===== src/rtl/sbs_pkg.sv =====
package sbs_pkg;

  typedef enum logic [1:0] {
    OP_START = 2'd0,
    OP_RESET = 2'd1,
    OP_STOP  = 2'd2,
    OP_NONE  = 2'd3
  } sbs_op_e;

  typedef enum logic [1:0] {
    W_CLK  = 2'd0,
    W_CTRL = 2'd1,
    W_RST  = 2'd2,
    W_POLL = 2'd3
  } sbs_wait_e;

  // strobes from the control FSM to the datapath
  typedef struct packed {
    logic      load;
    sbs_wait_e waitSel;
    logic      sel;
    logic      clkOn;
    logic      clkOff;
    logic      rstOn;
    logic      writeCtrl;
    logic      clrResult;
    logic      latchMode;
    logic      pollClr;
    logic      pollInc;
    logic      markOnline;
    logic      markFailed;
  } sbs_strobe_t;

endpackage


===== src/rtl/sbs_ctrl.sv =====
module sbs_ctrl
  import sbs_pkg::*;
(
  input  logic        clk,
  input  logic        rstN,
  input  logic        reqValid,
  input  logic [1:0]  reqOp,
  input  logic        reqBridge,
  input  logic [2:0]  muxMode,
  input  logic        timerDone,
  input  logic        rstActive,
  input  logic        phyReady,
  input  logic        pollLast,
  output logic        reqReady,
  output logic        modeErr,
  output sbs_strobe_t strb
);

  typedef enum logic [2:0] {
    S_IDLE, S_CLK, S_RPULSE, S_RWAIT, S_CTRL, S_POLL
  } state_e;

  state_e stateQ, stateD;
  logic   curBridge;
  logic   curIsStart;
  logic   modeBad;

  assign reqReady = (stateQ == S_IDLE);
  assign modeBad  = muxMode[2];

  always_comb begin
    strb    = '0;
    strb.sel = curBridge;
    stateD  = stateQ;
    unique case (stateQ)
      S_IDLE: begin
        strb.sel = reqBridge;
        if (reqValid && !modeBad) begin
          case (sbs_op_e'(reqOp))
            OP_START: begin
              strb.clkOn     = 1'b1;
              strb.clrResult = 1'b1;
              strb.latchMode = 1'b1;
              strb.load      = 1'b1;
              strb.waitSel   = W_CLK;
              stateD         = S_CLK;
            end
            OP_RESET: begin
              strb.rstOn     = 1'b1;
              strb.clrResult = 1'b1;
              strb.latchMode = 1'b1;
              stateD         = S_RPULSE;
            end
            OP_STOP: strb.clkOff = 1'b1;
            default: ;
          endcase
        end
      end
      S_CLK, S_RWAIT: begin
        if (timerDone) begin
          strb.writeCtrl = 1'b1;
          strb.load      = 1'b1;
          strb.waitSel   = W_CTRL;
          stateD         = S_CTRL;
        end
      end
      S_RPULSE: begin
        if (!rstActive) begin
          strb.load    = 1'b1;
          strb.waitSel = W_RST;
          stateD       = S_RWAIT;
        end
      end
      S_CTRL: begin
        if (timerDone) begin
          strb.pollClr = 1'b1;
          strb.load    = 1'b1;
          strb.waitSel = W_POLL;
          stateD       = S_POLL;
        end
      end
      S_POLL: begin
        if (timerDone) begin
          if (phyReady) begin
            strb.markOnline = 1'b1;
            stateD          = S_IDLE;
          end else if (pollLast) begin
            strb.markFailed = 1'b1;
            strb.clkOff     = curIsStart;
            stateD          = S_IDLE;
          end else begin
            strb.pollInc = 1'b1;
            strb.load    = 1'b1;
            strb.waitSel = W_POLL;
          end
        end
      end
      default: stateD = S_IDLE;
    endcase
  end

  always_ff @(posedge clk or negedge rstN) begin
    if (!rstN) begin
      stateQ     <= S_IDLE;
      curBridge  <= 1'b0;
      curIsStart <= 1'b0;
      modeErr    <= 1'b0;
    end else begin
      stateQ <= stateD;
      if (reqReady && reqValid) begin
        modeErr <= modeBad;
        if (!modeBad) begin
          curBridge  <= reqBridge;
          curIsStart <= (sbs_op_e'(reqOp) == OP_START);
        end
      end
    end
  end

endmodule


===== src/rtl/sbs_dpath.sv =====
module sbs_dpath
  import sbs_pkg::*;
#(
  parameter int CYC_PER_MS     = 100000,
  parameter int CLK_SETTLE_MS  = 10,
  parameter int CTRL_SETTLE_MS = 10,
  parameter int RST_SETTLE_MS  = 10,
  parameter int POLL_MS        = 100,
  parameter int TIMEOUT_MS     = 1000,
  parameter int RST_PULSE_CYC  = 16,
  parameter int CTRL_W         = 16
) (
  input  logic              clk,
  input  logic              rstN,
  input  sbs_strobe_t       strb,
  input  logic [1:0]        modeIn,
  input  logic [1:0]        bridgeReady,
  output logic              phyReady,
  output logic              timerDone,
  output logic              rstActive,
  output logic              pollLast,
  output logic [1:0]        clkEn,
  output logic [1:0]        bridgeRst,
  output logic [CTRL_W-1:0] ctrlWord0,
  output logic [CTRL_W-1:0] ctrlWord1,
  output logic [1:0]        online,
  output logic [1:0]        failed
);

  localparam int NUM_BR    = 2;
  localparam int NUM_POLLS = (TIMEOUT_MS + POLL_MS - 1) / POLL_MS;
  localparam int MAX_A     = (CLK_SETTLE_MS > CTRL_SETTLE_MS) ? CLK_SETTLE_MS : CTRL_SETTLE_MS;
  localparam int MAX_B     = (RST_SETTLE_MS > POLL_MS) ? RST_SETTLE_MS : POLL_MS;
  localparam int MAX_MS    = (MAX_A > MAX_B) ? MAX_A : MAX_B;
  localparam int MS_W      = $clog2(MAX_MS + 1);
  localparam int PRE_W     = $clog2(CYC_PER_MS + 1);
  localparam int POLL_W    = $clog2(NUM_POLLS + 1);
  localparam int RCNT_W    = $clog2(RST_PULSE_CYC + 1);
  localparam int EN_BIT    = 0;
  localparam int SLV_BIT   = 1;
  localparam int HP_BIT    = 4;
  localparam logic [CTRL_W-1:0] BASE_WORD =
    (CTRL_W'(1) << EN_BIT) | (CTRL_W'(1) << HP_BIT);

  logic [MS_W-1:0]   msLeft;
  logic [PRE_W-1:0]  preCnt;
  logic [MS_W-1:0]   loadVal;
  logic [POLL_W-1:0] pollCnt;
  logic [RCNT_W-1:0] rstCnt;
  logic [1:0]        modeQ;

  logic              clkEnQ  [NUM_BR];
  logic              rstQ    [NUM_BR];
  logic              onlineQ [NUM_BR];
  logic              failedQ [NUM_BR];
  logic [CTRL_W-1:0] wordQ   [NUM_BR];

  always_comb begin
    case (strb.waitSel)
      W_CLK:   loadVal = MS_W'(CLK_SETTLE_MS);
      W_CTRL:  loadVal = MS_W'(CTRL_SETTLE_MS);
      W_RST:   loadVal = MS_W'(RST_SETTLE_MS);
      default: loadVal = MS_W'(POLL_MS);
    endcase
  end

  assign timerDone = (msLeft == '0);
  assign pollLast  = (pollCnt == POLL_W'(NUM_POLLS - 1));
  assign phyReady  = strb.sel ? bridgeReady[1] : bridgeReady[0];
  assign rstActive = rstQ[0] | rstQ[1];

  // millisecond tick prescaler and millisecond down-counter
  always_ff @(posedge clk or negedge rstN) begin
    if (!rstN) begin
      msLeft  <= '0;
      preCnt  <= '0;
      pollCnt <= '0;
      rstCnt  <= '0;
      modeQ   <= '0;
    end else begin
      if (strb.load) begin
        msLeft <= loadVal;
        preCnt <= '0;
      end else if (msLeft != '0) begin
        if (preCnt == PRE_W'(CYC_PER_MS - 1)) begin
          preCnt <= '0;
          msLeft <= msLeft - 1'b1;
        end else begin
          preCnt <= preCnt + 1'b1;
        end
      end
      if (strb.pollClr)      pollCnt <= '0;
      else if (strb.pollInc) pollCnt <= pollCnt + 1'b1;
      if (strb.rstOn)                         rstCnt <= RCNT_W'(RST_PULSE_CYC - 1);
      else if (rstActive && rstCnt != '0)     rstCnt <= rstCnt - 1'b1;
      if (strb.latchMode) modeQ <= modeIn;
    end
  end

  for (genvar b = 0; b < NUM_BR; b++) begin : g_br
    logic hit;
    logic slave;
    assign hit   = (strb.sel == 1'(b));
    assign slave = (modeQ == 2'(2 + b));

    always_ff @(posedge clk or negedge rstN) begin
      if (!rstN) begin
        clkEnQ[b]  <= 1'b0;
        rstQ[b]    <= 1'b0;
        onlineQ[b] <= 1'b0;
        failedQ[b] <= 1'b0;
        wordQ[b]   <= '0;
      end else begin
        if (hit && strb.clkOn)       clkEnQ[b] <= 1'b1;
        else if (hit && strb.clkOff) clkEnQ[b] <= 1'b0;
        if (hit && strb.rstOn)             rstQ[b] <= 1'b1;
        else if (rstQ[b] && rstCnt == '0)  rstQ[b] <= 1'b0;
        if (hit && strb.writeCtrl)
          wordQ[b] <= BASE_WORD | (slave ? (CTRL_W'(1) << SLV_BIT) : '0);
        if (hit && strb.clrResult) begin
          onlineQ[b] <= 1'b0;
          failedQ[b] <= 1'b0;
        end else begin
          if (hit && strb.markOnline) onlineQ[b] <= 1'b1;
          if (hit && strb.markFailed) failedQ[b] <= 1'b1;
        end
      end
    end

    assign clkEn[b]     = clkEnQ[b];
    assign bridgeRst[b] = rstQ[b];
    assign online[b]    = onlineQ[b];
    assign failed[b]    = failedQ[b];
  end

  assign ctrlWord0 = wordQ[0];
  assign ctrlWord1 = wordQ[1];

endmodule


===== src/rtl/sata_bringup_seq.sv =====
module sata_bringup_seq
  import sbs_pkg::*;
#(
  parameter int CYC_PER_MS     = 100000,
  parameter int CLK_SETTLE_MS  = 10,
  parameter int CTRL_SETTLE_MS = 10,
  parameter int RST_SETTLE_MS  = 10,
  parameter int POLL_MS        = 100,
  parameter int TIMEOUT_MS     = 1000,
  parameter int RST_PULSE_CYC  = 16,
  parameter int CTRL_W         = 16
) (
  input  logic              clk,
  input  logic              rstN,
  input  logic              reqValid,
  output logic              reqReady,
  input  logic [1:0]        reqOp,
  input  logic              reqBridge,
  input  logic [2:0]        muxMode,
  input  logic [1:0]        bridgeReady,
  output logic [1:0]        clkEn,
  output logic [1:0]        bridgeRst,
  output logic [CTRL_W-1:0] ctrlWord0,
  output logic [CTRL_W-1:0] ctrlWord1,
  output logic [1:0]        online,
  output logic [1:0]        failed,
  output logic              modeErr,
  output logic [1:0]        ataBridgeEn
);

  sbs_strobe_t strb;
  logic timerDone, rstActive, phyReady, pollLast;

  // ATA0 has no bridge in mode 2, ATA1 none in mode 3
  assign ataBridgeEn[0] = !muxMode[2] && (muxMode[1:0] != 2'd2);
  assign ataBridgeEn[1] = !muxMode[2] && (muxMode[1:0] != 2'd3);

  sbs_ctrl i_ctrl (
    .clk       (clk),
    .rstN      (rstN),
    .reqValid  (reqValid),
    .reqOp     (reqOp),
    .reqBridge (reqBridge),
    .muxMode   (muxMode),
    .timerDone (timerDone),
    .rstActive (rstActive),
    .phyReady  (phyReady),
    .pollLast  (pollLast),
    .reqReady  (reqReady),
    .modeErr   (modeErr),
    .strb      (strb)
  );

  sbs_dpath #(
    .CYC_PER_MS     (CYC_PER_MS),
    .CLK_SETTLE_MS  (CLK_SETTLE_MS),
    .CTRL_SETTLE_MS (CTRL_SETTLE_MS),
    .RST_SETTLE_MS  (RST_SETTLE_MS),
    .POLL_MS        (POLL_MS),
    .TIMEOUT_MS     (TIMEOUT_MS),
    .RST_PULSE_CYC  (RST_PULSE_CYC),
    .CTRL_W         (CTRL_W)
  ) i_dpath (
    .clk         (clk),
    .rstN        (rstN),
    .strb        (strb),
    .modeIn      (muxMode[1:0]),
    .bridgeReady (bridgeReady),
    .phyReady    (phyReady),
    .timerDone   (timerDone),
    .rstActive   (rstActive),
    .pollLast    (pollLast),
    .clkEn       (clkEn),
    .bridgeRst   (bridgeRst),
    .ctrlWord0   (ctrlWord0),
    .ctrlWord1   (ctrlWord1),
    .online      (online),
    .failed      (failed)
  );

endmodule


===== config.mk =====
export PLATFORM = sky130hd
export DESIGN_NAME = sata_bringup_seq
export DESIGN_NICKNAME = d
export VERILOG_FILES = /design/src/rtl/sbs_pkg.sv /design/src/rtl/sbs_ctrl.sv /design/src/rtl/sbs_dpath.sv /design/src/rtl/sata_bringup_seq.sv
export SDC_FILE = /design/constraint.sdc
export NUM_CORES = 1
export LEC_CHECK = 0
export ABC_AREA = 1
export ABC_CLOCK_PERIOD_IN_PS = 3200
export CAP_MARGIN = 40
export CORE_ASPECT_RATIO = 1.4
export CORE_MARGIN = 3
export CORE_UTILIZATION = 52
export DETAILED_ROUTE_END_ITERATION = 10
export GPL_ROUTABILITY_DRIVEN = 1
export PLACE_DENSITY = 0.8
export SETUP_SLACK_MARGIN = 0.05
export SKIP_LAST_GASP = 1
export SLEW_MARGIN = 20
export SYNTH_ARGS = -nofsm -noshare
export SYNTH_HDL_FRONTEND = slang
export SYNTH_SLANG_ARGS = --single-unit

===== constraint.sdc =====
create_clock -name clk -period 3.2 [get_ports clk]
set_input_delay 0.48 -clock clk [delete_from_list [all_inputs] [get_ports clk]]
set_output_delay 0.48 -clock clk [all_outputs]
set_load 0.03 [all_outputs]

# Word-level counts from Yosys, hierarchy flattened
# Cells that the tools add are included.
# word_totals
ff_bits	81
input_bits	11
elab_cells	166
# op_classes
n_addsub	4
n_eq_ne	22
n_mux	71
n_bitwise	3
reduce_logical	47
# ops
op	n
$mux 3	18
$mux 17	3
$mux 1	32
$pmux 3 s5	2
$mux 7	4
$reduce_bool 2->1	12
$logic_and 1x1->1	21
$add 17x1->17 const B	1
$eq 17x17->1 const B	1
$mux 2	6
$mux 5	2
$eq 2x2->1 const B	4
$mux 4	2
$ne 2x2->1 const B	4
$logic_not 7->1	1
$reduce_and 7->1	1
$reduce_bool 7->1	1
$sub 7x1->7 const B	1
$eq 3x2->1 const B	2
$eq 3x3->1 const B	2
$ne 2x1->1 const B	3
$pmux 3 s2	1
$logic_not 5->1	1
$reduce_bool 5->1	1
other kinds (16)	21

# Depth between registers and ports, before layout
# depth
word_depth	12
ltp_mapped	12
depth_no_buf	11

# Hierarchy
# From an unflattened synthesis, not the netlist that was laid out.
# hier_totals
hier_cells	470
area_unflattened_um2	3484.6
# by_module_without_submodules
module	instances	cells_per_inst	area_each_um2	seq_area_each_um2
sbs_dpath	1	386	2932.8	1176.1
sbs_ctrl	1	81	534.3	150.1
sata_bringup_seq	1	3	17.5	0.0

# Worst setup path after synthesis
# Ideal clock, no wire load.
# synth_path
path_type	register to register
start	register i_dpath.msLeft[0]
end	register i_dpath.preCnt[13]
setup_ps	117
arrival_ps	1591
required_time_ps	3083
slack_ps	1492
path_stages_with_launch	11
path_buffers	1
path_cell_list	dfrtp_1 > inv_1 > ha_1 > nand3_2 > nor2_8 > nand2_2 > nand4_4 > inv_2 > buf_6 > nand2_1 > nand2_1
# synth_between
elab_chain_len	4
# synth_lines
element	line	rtl
from (decl)	sbs_dpath.sv:45	logic [MS_W-1:0] msLeft;
from (signal assigned)	sbs_dpath.sv:82	msLeft <= loadVal;
from (signal assigned)	sbs_dpath.sv:87	msLeft <= msLeft - 1'b1;
$logic_not 7->1	sbs_dpath.sv:67	assign timerDone = (msLeft == '0);
$mux 3, on equally long branches	sbs_ctrl.sv:83, sbs_ctrl.sv:75, sbs_ctrl.sv:60	
$pmux 3 s5	sbs_ctrl.sv:35	unique case (stateQ)
$mux 17 / $reduce_bool 2->1 (equally long branches)	n/a	
to (signal assigned)	sbs_dpath.sv:89	preCnt <= preCnt + 1'b1;
to (decl)	sbs_dpath.sv:46	logic [PRE_W-1:0] preCnt;
# Several ways; a longest one is shown, not always the timed one.
# A chain may end at the register's enable or synchronous reset.

# Final worst setup path
# layout_path
start	register i_ctrl.stateQ[0]
end	output reqReady
# layout_between
elab_chain_len	1
# layout_lines
element	line	rtl
from (decl)	sbs_ctrl.sv:23	state_e stateQ, stateD;
from (signal assigned)	sbs_ctrl.sv:109	stateQ <= stateD;
$logic_not 3->1	sbs_ctrl.sv:28	assign reqReady = (stateQ == S_IDLE);
to (decl)	sata_bringup_seq.sv:16	output logic reqReady,
# No other way between the ends.

==> flow_summary.yaml <==
global_routing:
  grt_overflow: 0
  grt_pass1_vias: 2841
  grt_pass1_wl_um: 12350
  antenna_found_initial: 0
  grt_max_degree: 21
  track_usage: 0.2052
clocking:
  clkSinkCount: 53
  ctsHtreeMaxLevel: 2
  postCtsSetupBuffers: 0
  cts_hold_buf: 0
  path_clk_slew_ns: 0.11
  root_buffer: "clkbuf_8"
  cts_tree: "yes"
  worst_skew_pair.late_latency_ns: 0.31
  clockBufferDepth: 2
  post_cts_resized: 0
  cts_buffers: 5
pwr:
  power_density_nw_per_um2: 842.1
  vdd_drop_max_uv: 530.1
  clkPwrFrac: 0.129
  power.share.combinational: 0.513
  leakagePower_nw: 1.873
  p_int_w: 0.001634
  p_switching_w: 0.001503
  sequentialPowerShare: 0.358
  sw_frac_of_total: 0.4790
sta:
  finalSetupTns_ns: 0
  slew_headroom: 0.6412
  fmax_mhz: 430.3
  period_minus_slack_ns: 2.324
  hold-worst-slack_ns: 0.07712
  finClkSkew_ns: 0.009486
  slew_viol_final: 0
  finalSetupViolCount: 0
  worst_slew_pin_slew_ns: 0.5326
  hold_violations: 0
  period_share: 0.7263
  grt_setup_unrepaired: "false"
floorplan:
  coreArea_um2: 6254
  die-area_um2: 7544
  num_rows: 34
  die_w_um: 74.27
  ios: 55
  die_h_um: 101.6
  start_util: 0.5426
layout:
  drive_gt1_frac: 0.09356
  fillers: 567
  antenna_cells: 0
  fin_nets: 498
  most-common-layout-cells: "nand2_1, dfrtp_1, nor2_1"
  layout_commonest_cell: "nand2_1"
  area.growth.synth_to_final_pct: 9.771
yosys:
  seq_area_frac_synth: 0.3909
  ys_ff_latch: 53
  synth_warnings: 0
  synth.avg_cell_area_um2: 7.557
  synth_area_leader_cell: "dfrtp_1"
  synthTopCellsByArea: "dfrtp_1, nand2_1, buf_4"
  synth.cell_area_um2: 3393
  netlist.area_leader.share: 0.3909
  syn_inst: 449
  yosysUniqueCellTypes: 36
setup_path:
  cp_top_family: "buffers and inverters"
  crit_fanout: 6
  crit_path_top_delay_cell: "clkdlybuf4s50_1"
  critPathLaunch: "i_ctrl.stateQ[0]"
  path_class: "flip-flop to primary output"
  rr_endpoint: "i_dpath.preCnt[8]"
  crit_arrival_ns: 1.84
  critPathLaunchType: "flip-flop"
  end_kind: "primary output"
  required_ns: 2.72
  path_buf_inv: 2
  reg2reg_depth: 11
  r2r-start: "i_dpath.msLeft[0]"
  max_stage_delay_ns: 0.69
  regToRegSetupSlack_ns: 1.16
  worstPathCellList: "nor2_4 -> nand2_4 -> inv_1 -> clkdlybuf4s50_1"
drt:
  drt_first_iter_violations: 188
  top_layer_used: "met4"
  met2WireLength_um: 3807
  dr.pass1.iters: 4
  viasPerCell: 5.260
  drc: 0
  post_drt_wl_per_cell_um: 13.18
  route.met3.wl_um: 315
  ant_nets: 0
  vias: 2909
  routed_wl_um: 7287
  wl_met1_um: 2954
outcome:
  status: "completed"
placement:
  gp_congestion: 0.8974
  placement.io_buffers: 28
  hpwlAfterDp_um: 5615
min_path:
  hold_path.class: "input port to asynchronous set/reset pin"
job:
  drv_cap: 0
-- through the flow --
step                setup WS [ns]  std cells    util  total power (W)  instance area (um^2)
detailed placement         0.8059        545  0.5804         0.002745                  3630
global route               0.8001        553  0.5956         0.003373                  3725
floorplan                   1.492        474       -         0.002313                  3487
finish                     0.8758        553  0.5956         0.003137                  3725
global placement           0.9044        545  0.5804         0.002694                  3630
CTS                        0.8673        553  0.5956         0.003161                  3725
-- flip-flops by register name, summed over array words and instances (netlist names), 2 cells and up --
name               cells
i_dpath.online         2
i_dpath.modeQ          2
i_dpath.msLeft         7
i_dpath.failed         2
i_dpath.ctrlWord0      2
i_dpath.bridgeRst      2
i_ctrl.stateQ          3
i_dpath.pollCnt        4
i_dpath.clkEn          2
i_dpath.ctrlWord1      2
i_dpath.rstCnt         5
i_dpath.preCnt        17
-- per-layer routing --
layer	vias to the layer above	GRT usage
met4	0	0.09726
li1	1441	-
met2	81	0.3497
met3	20	0.02880
met1	1367	0.2521
met5	-	0
-- logic make-up after synthesis --
family	count (synthesis)	share of synthesized area
adder cells (fa/ha/maj)	7	0.02581
other	1	0.001105
buffers and inverters	85	0.1305
AND/OR/NAND/NOR	243	0.3414
XOR/XNOR	15	0.03872
AO/OA/AOI/OAI	45	0.07154
flip-flops	53	0.3909
-- synthesized netlist by cell type --
master and number:
a21oi_1 10, buf_2 1, ha_1 7, nor2_4 3
nor2_8 1, o211ai_1 2, xnor2_1 3, o21ai_0 24
o2111ai_1 1, inv_2 8, nand3_2 2, inv_1 45
nor2_2 4, nand3_1 38, buf_6 2, nand2_4 3
nand2_1 114, o21ai_1 3, or2_2 3, nor3_1 5
o31ai_1 1, dfrtp_1 53, xor2_1 12, nor2_1 48
nand3b_1 3, buf_4 28, inv_4 1, conb_1 1
a21boi_0 1, o22ai_1 3, nor3b_1 1, nor3_2 1
nand4_4 1, nand2_2 5, nand3_4 2, nand4_1 9
-- cell type report --
cell class	count	area, um^2	share of cell area
Multi-Input combinational cell	336	1718	0.4612
Sequential cell	53	1326	0.3561
Timing Repair Buffer	30	290.3	0.07793
Inverter	54	205.2	0.05509
Tap cell	72	90.09	0.02419
Clock buffer	5	68.82	0.01847
Clock inverter	3	26.28	0.007054
-- power groups by stage --
stage	Sequential, W	Clock (W)	Combinational (W)
6_report	0.00112	0.000406	0.00161
4_1_cts	0.00112	0.000416	0.00162
2_1_floorplan	0.00121	0	0.00110
3_5_place_dp	0.00114	0	0.00161
3_3_place_gp	0.00112	0	0.00157
5_1_grt	0.00115	0.000432	0.00179
-- how the worst max path moves through the flow --
stage / endpoint / slack, ns / depth (start not counted)
3_3_place_gp: i_dpath.msLeft[1] / 0.90 / 11
2_1_floorplan: i_dpath.preCnt[13] / 1.49 / 10
4_1_cts: reqReady / 0.87 / 4
3_5_place_dp: i_dpath.preCnt[8] / 0.81 / 11
6_report: reqReady / 0.88 / 4
5_1_grt: reqReady / 0.80 / 4
No activity file was read; power rests on OpenSTA's default activity.
